$ cat config.mk
export PLATFORM = sky130hd
export DESIGN_NAME = area_wait_decoder
export DESIGN_NICKNAME = d
export VERILOG_FILES = /design/src/rtl/awd_pkg.sv /design/src/rtl/awd_area_decode.sv /design/src/rtl/awd_cfg_regs.sv /design/src/rtl/awd_wait_seq.sv /design/src/rtl/area_wait_decoder.sv
export SDC_FILE = /design/constraint.sdc
export NUM_CORES = 1
export LEC_CHECK = 0
export ABC_AREA = 1
export BUFFER_PORTS_ARGS = -buffer_cell sky130_fd_sc_hd__buf_4
export CORE_MARGIN = 1
export CORE_UTILIZATION = 58
export CTS_BUF_LIST = sky130_fd_sc_hd__clkbuf_4 sky130_fd_sc_hd__clkbuf_8
export DETAILED_ROUTE_END_ITERATION = 10
export PLACE_DENSITY = 0.82
export SKIP_CTS_REPAIR_TIMING = 1
export SLEW_MARGIN = 20
export SYNTH_ARGS = -nofsm -noshare
export SYNTH_HDL_FRONTEND = slang
export SYNTH_HIERARCHICAL = 1
export SYNTH_SLANG_ARGS = --single-unit
$ cat constraint.sdc
create_clock -name clk -period 1.6 [get_ports clk]
set_input_delay 0.16 -clock clk [delete_from_list [all_inputs] [get_ports clk]]
set_output_delay 0.16 -clock clk [all_outputs]
set_load 0.01 [all_outputs]
$ cat src/rtl/awd_pkg.sv
// Package awd_pkg: shared definitions for the area decoder with wait control.
// Assumes the address space is split into a power-of-two number of equal areas.
package awd_pkg;
    // Default geometry of the decoded space
    localparam int unsigned AWD_ADDR_W    = 24;
    localparam int unsigned AWD_AREA_BITS = 3;
    localparam int unsigned AWD_WAIT_W    = 3;
    localparam int unsigned AWD_TYPE_W    = 2;
    // Area served by the DRAM row-strobe request
    localparam int unsigned AWD_DRAM_AREA = 0;
endpackage

$ cat src/rtl/awd_area_decode.sv
// Module awd_area_decode: turns the top address bits into an area index.
// Assumes equal-sized areas selected by the most significant address bits.
module awd_area_decode #(
    parameter int unsigned ADDR_W    = awd_pkg::AWD_ADDR_W,
    parameter int unsigned AREA_BITS = awd_pkg::AWD_AREA_BITS
) (
    input  logic [ADDR_W-1:0]    addr,
    output logic [AREA_BITS-1:0] area
);
    localparam int unsigned LOW_W = ADDR_W - AREA_BITS;

    logic unused_low_bits;

    // Area index comes from the top address bits only
    assign area            = addr[ADDR_W-1 -: AREA_BITS];
    assign unused_low_bits = ^addr[LOW_W-1:0];
endmodule

$ cat src/rtl/awd_cfg_regs.sv
// Module awd_cfg_regs: per-area wait count and cycle type storage.
// A write lands at the clock edge. The read port is combinational, so a start
// at the same edge sees the value stored before the write.
module awd_cfg_regs #(
    parameter int unsigned AREA_BITS = awd_pkg::AWD_AREA_BITS,
    parameter int unsigned WAIT_W    = awd_pkg::AWD_WAIT_W,
    parameter int unsigned TYPE_W    = awd_pkg::AWD_TYPE_W
) (
    input  logic                 clk,
    input  logic                 rst_n,
    input  logic                 wr_en,
    input  logic [AREA_BITS-1:0] wr_area,
    input  logic [WAIT_W-1:0]    wr_wait,
    input  logic [TYPE_W-1:0]    wr_type,
    input  logic [AREA_BITS-1:0] rd_area,
    output logic [WAIT_W-1:0]    rd_wait,
    output logic [TYPE_W-1:0]    rd_type
);
    localparam int unsigned NUM_AREAS = 1 << AREA_BITS;

    logic [WAIT_W-1:0] wait_q [NUM_AREAS];
    logic [TYPE_W-1:0] type_q [NUM_AREAS];

    for (genvar i = 0; i < NUM_AREAS; i++) begin : g_area
        // Hold one area's settings; reset to the slowest wait and type 0
        always_ff @(posedge clk) begin
            if (!rst_n) begin
                wait_q[i] <= '1;
                type_q[i] <= '0;
            end else if (wr_en && (wr_area == AREA_BITS'(i))) begin
                wait_q[i] <= wr_wait;
                type_q[i] <= wr_type;
            end
        end
    end

    // Read out the settings of the addressed area
    assign rd_wait = wait_q[rd_area];
    assign rd_type = type_q[rd_area];
endmodule

$ cat src/rtl/awd_wait_seq.sv
// Module awd_wait_seq: runs one access at a time and counts its wait clocks.
// A start is taken when idle or in the ready cycle. Starts at any other time
// are dropped.
module awd_wait_seq #(
    parameter int unsigned AREA_BITS = awd_pkg::AWD_AREA_BITS,
    parameter int unsigned WAIT_W    = awd_pkg::AWD_WAIT_W,
    parameter int unsigned TYPE_W    = awd_pkg::AWD_TYPE_W
) (
    input  logic                 clk,
    input  logic                 rst_n,
    input  logic                 start,
    input  logic [AREA_BITS-1:0] area_in,
    input  logic [WAIT_W-1:0]    wait_in,
    input  logic [TYPE_W-1:0]    type_in,
    output logic                 active,
    output logic [AREA_BITS-1:0] area_out,
    output logic [TYPE_W-1:0]    type_out,
    output logic                 ready
);
    logic                 active_q;
    logic [AREA_BITS-1:0] area_q;
    logic [TYPE_W-1:0]    type_q;
    logic [WAIT_W-1:0]    cnt_q;
    logic                 last_cycle;
    logic                 accept;

    // Final cycle of an access, and whether a start is taken now
    assign last_cycle = active_q && (cnt_q == '0);
    assign accept     = start && (!active_q || last_cycle);

    // Access state: capture on accept, count down, then go idle
    always_ff @(posedge clk) begin
        if (!rst_n) begin
            active_q <= 1'b0;
            area_q   <= '0;
            type_q   <= '0;
            cnt_q    <= '0;
        end else if (accept) begin
            active_q <= 1'b1;
            area_q   <= area_in;
            type_q   <= type_in;
            cnt_q    <= wait_in;
        end else if (last_cycle) begin
            active_q <= 1'b0;
            type_q   <= '0;
        end else if (active_q) begin
            cnt_q    <= cnt_q - WAIT_W'(1);
        end
    end

    // Expose the access state
    assign active   = active_q;
    assign area_out = area_q;
    assign type_out = type_q;
    assign ready    = last_cycle;
endmodule

$ cat src/rtl/area_wait_decoder.sv
// Module area_wait_decoder: eight-area decoder with per-area wait control.
// Area DRAM_AREA (0) drives the row-strobe request and the other areas drive
// active-low chip selects. Assumes a single master issuing one access at a time.
module area_wait_decoder #(
    parameter int unsigned ADDR_W    = awd_pkg::AWD_ADDR_W,
    parameter int unsigned AREA_BITS = awd_pkg::AWD_AREA_BITS,
    parameter int unsigned WAIT_W    = awd_pkg::AWD_WAIT_W,
    parameter int unsigned TYPE_W    = awd_pkg::AWD_TYPE_W,
    localparam int unsigned NUM_AREAS = 1 << AREA_BITS
) (
    input  logic                 clk,
    input  logic                 rst_n,
    input  logic [ADDR_W-1:0]    addr,
    input  logic                 cyc_start,
    input  logic                 cfg_we,
    input  logic [AREA_BITS-1:0] cfg_area,
    input  logic [WAIT_W-1:0]    cfg_wait,
    input  logic [TYPE_W-1:0]    cfg_type,
    output logic                 row_req_n,
    output logic [NUM_AREAS-2:0] cs_n,
    output logic [TYPE_W-1:0]    cyc_type,
    output logic                 ready
);
    logic [AREA_BITS-1:0] dec_area;
    logic [WAIT_W-1:0]    sel_wait;
    logic [TYPE_W-1:0]    sel_type;
    logic                 seq_active;
    logic [AREA_BITS-1:0] seq_area;
    logic [NUM_AREAS-1:0] area_hit;

    awd_area_decode #(
        .ADDR_W    (ADDR_W),
        .AREA_BITS (AREA_BITS)
    ) u_decode (
        .addr (addr),
        .area (dec_area)
    );

    awd_cfg_regs #(
        .AREA_BITS (AREA_BITS),
        .WAIT_W    (WAIT_W),
        .TYPE_W    (TYPE_W)
    ) u_cfg (
        .clk     (clk),
        .rst_n   (rst_n),
        .wr_en   (cfg_we),
        .wr_area (cfg_area),
        .wr_wait (cfg_wait),
        .wr_type (cfg_type),
        .rd_area (dec_area),
        .rd_wait (sel_wait),
        .rd_type (sel_type)
    );

    awd_wait_seq #(
        .AREA_BITS (AREA_BITS),
        .WAIT_W    (WAIT_W),
        .TYPE_W    (TYPE_W)
    ) u_seq (
        .clk      (clk),
        .rst_n    (rst_n),
        .start    (cyc_start),
        .area_in  (dec_area),
        .wait_in  (sel_wait),
        .type_in  (sel_type),
        .active   (seq_active),
        .area_out (seq_area),
        .type_out (cyc_type),
        .ready    (ready)
    );

    for (genvar i = 0; i < NUM_AREAS; i++) begin : g_hit
        // One hit line per area, high only while that area's access runs
        assign area_hit[i] = seq_active && (seq_area == AREA_BITS'(i));
    end

    // Route the DRAM area to the row request and the rest to chip selects
    assign row_req_n = ~area_hit[awd_pkg::AWD_DRAM_AREA];
    assign cs_n      = ~area_hit[NUM_AREAS-1:1];
endmodule

==> metrics <==
Critical Path AT=1.33 ns; Finished Core Util=just under 70%; clock buffer depth=2; Pleak=1.48 nW; Cell Area, Synth=approximately 2700 sq um; WP data required=roughly 1.4 ns; post-DR wirelength/cell=~12 um; DP Cell Count=415; Final Skew=between 0.004 and 0.005 ns; DR DRC count=0; post-route insts no fill=between 400 and 500; Worst Setup Start Kind=flip-flop; DP Area=approximately 2900 sq um; antenna violations before repair=0; Antenna diodes=0; vias per inst=between 5 and 6; Worst-path clk slew=around 0.090 ns; PortBufs=25; root buffer cell=clkbuf_8; HPWL after DPL=approximately 3700 um; max cap viols=0; worst hold slack=about 0.17 ns; Final setup viols=0; syn nets=approximately 380; Comb power frac=14.2%; vias post-DR=2127; # fillers=350; Final Cell Area=around 3100 sq um; setup ws final=approximately 0.11 ns; area leader, netlist=edfxtp_1; Final TNS setup=0 ns; die area=approximately 4900 sq um; peak supply drop=between 0.0006 and 0.0007 V; CTS HTree Levels=2; status=finished clean; CTS sink count=49; Area growth, synth to finish=13.3%; clock power share=a little over a third; CP max FO=3; layout cell share with drive strength beyond 1=a little under a fifth; YS warnings=6; # IOs=47; syn avg cell area=approximately 7.8 sq um; Hold WC Path Type=in -> reg; Iter 0 DRT Violations=126; fin crit period=around 1.5 ns; unique cell type count in the Yosys netlist=21; largest net degree at the start of global routing=23; vias in the first global route=2084; Tightest Pin Transition=between 0.3 and 0.4 ns; Worst slew margin=between 70% and 80%; area share of the largest cell type after synthesis=~45%; FP Rows=24; Syn Inst Count=about 340; Die W=about 70 um; Initial Utilization=approximately 61%; dpl ws=roughly 0.18 ns; pins over their slew limit=0; top post-synthesis cells by area=edfxtp_1 (45%), nand2_1 (16%), inv_1 (9.5%), dfxtp_1 (6.7%), nand3_1 (6.3%); Final Total Pwr=between 2 and 3 mW; cts bufs inserted=5; Net Sw Frac=between 20% and 30%; register area share after synthesis=about half; all-layer global routing usage=between 20% and 30%; Crit. End Element=output pin; Initial DRT Pass Iterations=4; internal power=~2.2 mW; Final period util=93.4%; die height=~70 um; GR Overflow Total=0; CTS tree=yes; Hold Violations, Final=0; PwrDens=974 nW/um^2; Final GP Congestion=around 0.76; Psw=0.729 mW; sequential share of power=about half; Core Region=roughly 4400 sq um; final WL=a little over 5000 um; critical path type=reg -> out; post-synthesis register bit count=49; first-pass GRT wire length=slightly below 9000 um; RSZ-0062 raised after global routing=no; number of routed nets with antenna violations=0; Clk Latency, worst-skew pair=~0.3 ns; fin nets=~400; fmax=about 670 MHz
==> routing by layer <==
metal / share of wire, % / up-vias / track usage, %
li1: - / 1090 / -
met3: 5.6 / 10 / 3.75
met5: 0 / - / 0
met2: 54 / 64 / 42.4
met4: 1.9 / 0 / 8.67
met1: 39 / 963 / 27.6
==> final cells by class <==
| class | instances | area, sq um | area share (%) |
|---|---|---|---|
| clock buffer | 5 | 68.8 | 2.25 |
| clock inverter | 3 | 68.8 | 2.25 |
| inverter | 81 | 312 | 10.2 |
| multi-input combinational | 204 | 941 | 30.8 |
| sequential | 49 | 1380 | 45.2 |
| tap | 52 | 65.1 | 2.13 |
| timing repair buffer | 29 | 218 | 7.13 |
==> kinds of logic after synthesis <==
kind of cell | after synthesis | share of synthesized area (%)
compound gates | 9 | 1.67
flops | 49 | 51.3
buf+inv | 91 | 14.0
simple gates | 193 | 32.1
fa+ha+maj | 2 | 0.928
==> final timing paths <==
check	from	end	slack [ns]	cells past startpoint
worst min-delay path	addr[23]	u_seq/area_out[2]	0.17	3
worst max-delay path	u_seq/cnt_q[0]	ready	0.11	6
worst max register to register	u_seq/cnt_q[0]	u_seq/area_out[2]	0.20	9
worst min register to register	u_seq/type_out[0]	u_seq/type_out[0]	0.49	2
==> critical path, cell delays in order, from the launching register on <==
cell and delay, ns:
dfxtp_1 0.33, inv_1 0.06, ha_1 0.19, ha_2 0.20, nand2_2 0.08, inv_1 0.04
buf_4 0.13
==> power groups by stage <==
stage / sequential (mW) / clock (mW) / combinational (mW)
2_1_floorplan: 1.52 / 0 / 0.297
3_3_place_gp: 1.53 / 0 / 0.404
3_5_place_dp: 1.53 / 0 / 0.418
4_1_cts: 1.50 / 1.07 / 0.421
5_1_grt: 1.51 / 1.11 / 0.488
6_report: 1.50 / 1.05 / 0.423
==> flip-flops by register name (all words and copies together), names as in the netlist <==
register,cells
u_seq/active,1
u_cfg/wait_q,24
u_seq/area_out,3
u_cfg/type_q,16
u_seq/cnt_q,3
u_seq/type_out,2
==> cell usage in the layout, fill, tap and decap left out <==
cell / count
nor2_1: 27
clkbuf_8: 5
nor2_4: 5
clkinv_1: 1
inv_2: 11
nand3_2: 1
nand2_1: 113
ha_2: 1
inv_8: 1
edfxtp_1: 40
bufinv_16: 2
o21ai_0: 6
nand2_2: 7
dfxtp_1: 9
a21oi_1: 3
ha_1: 1
buf_4: 29
nor2_2: 3
nor3_4: 2
inv_1: 68
nand2_4: 1
nand3_1: 34
inv_6: 1
==> synthesized netlist by cell type <==
master,count
nand2_2,6
buf_4,4
o21ai_0,6
nor2_2,3
nand2_4,1
nand2_1,114
inv_8,1
nor2_4,5
buf_6,1
nor3_4,2
nor2_1,27
a21oi_1,3
buf_2,5
inv_1,68
ha_1,2
nand3_2,1
edfxtp_1,40
dfxtp_1,9
inv_2,11
nand3_1,34
clkinv_1,1
(Power assumes the default switching activity.)
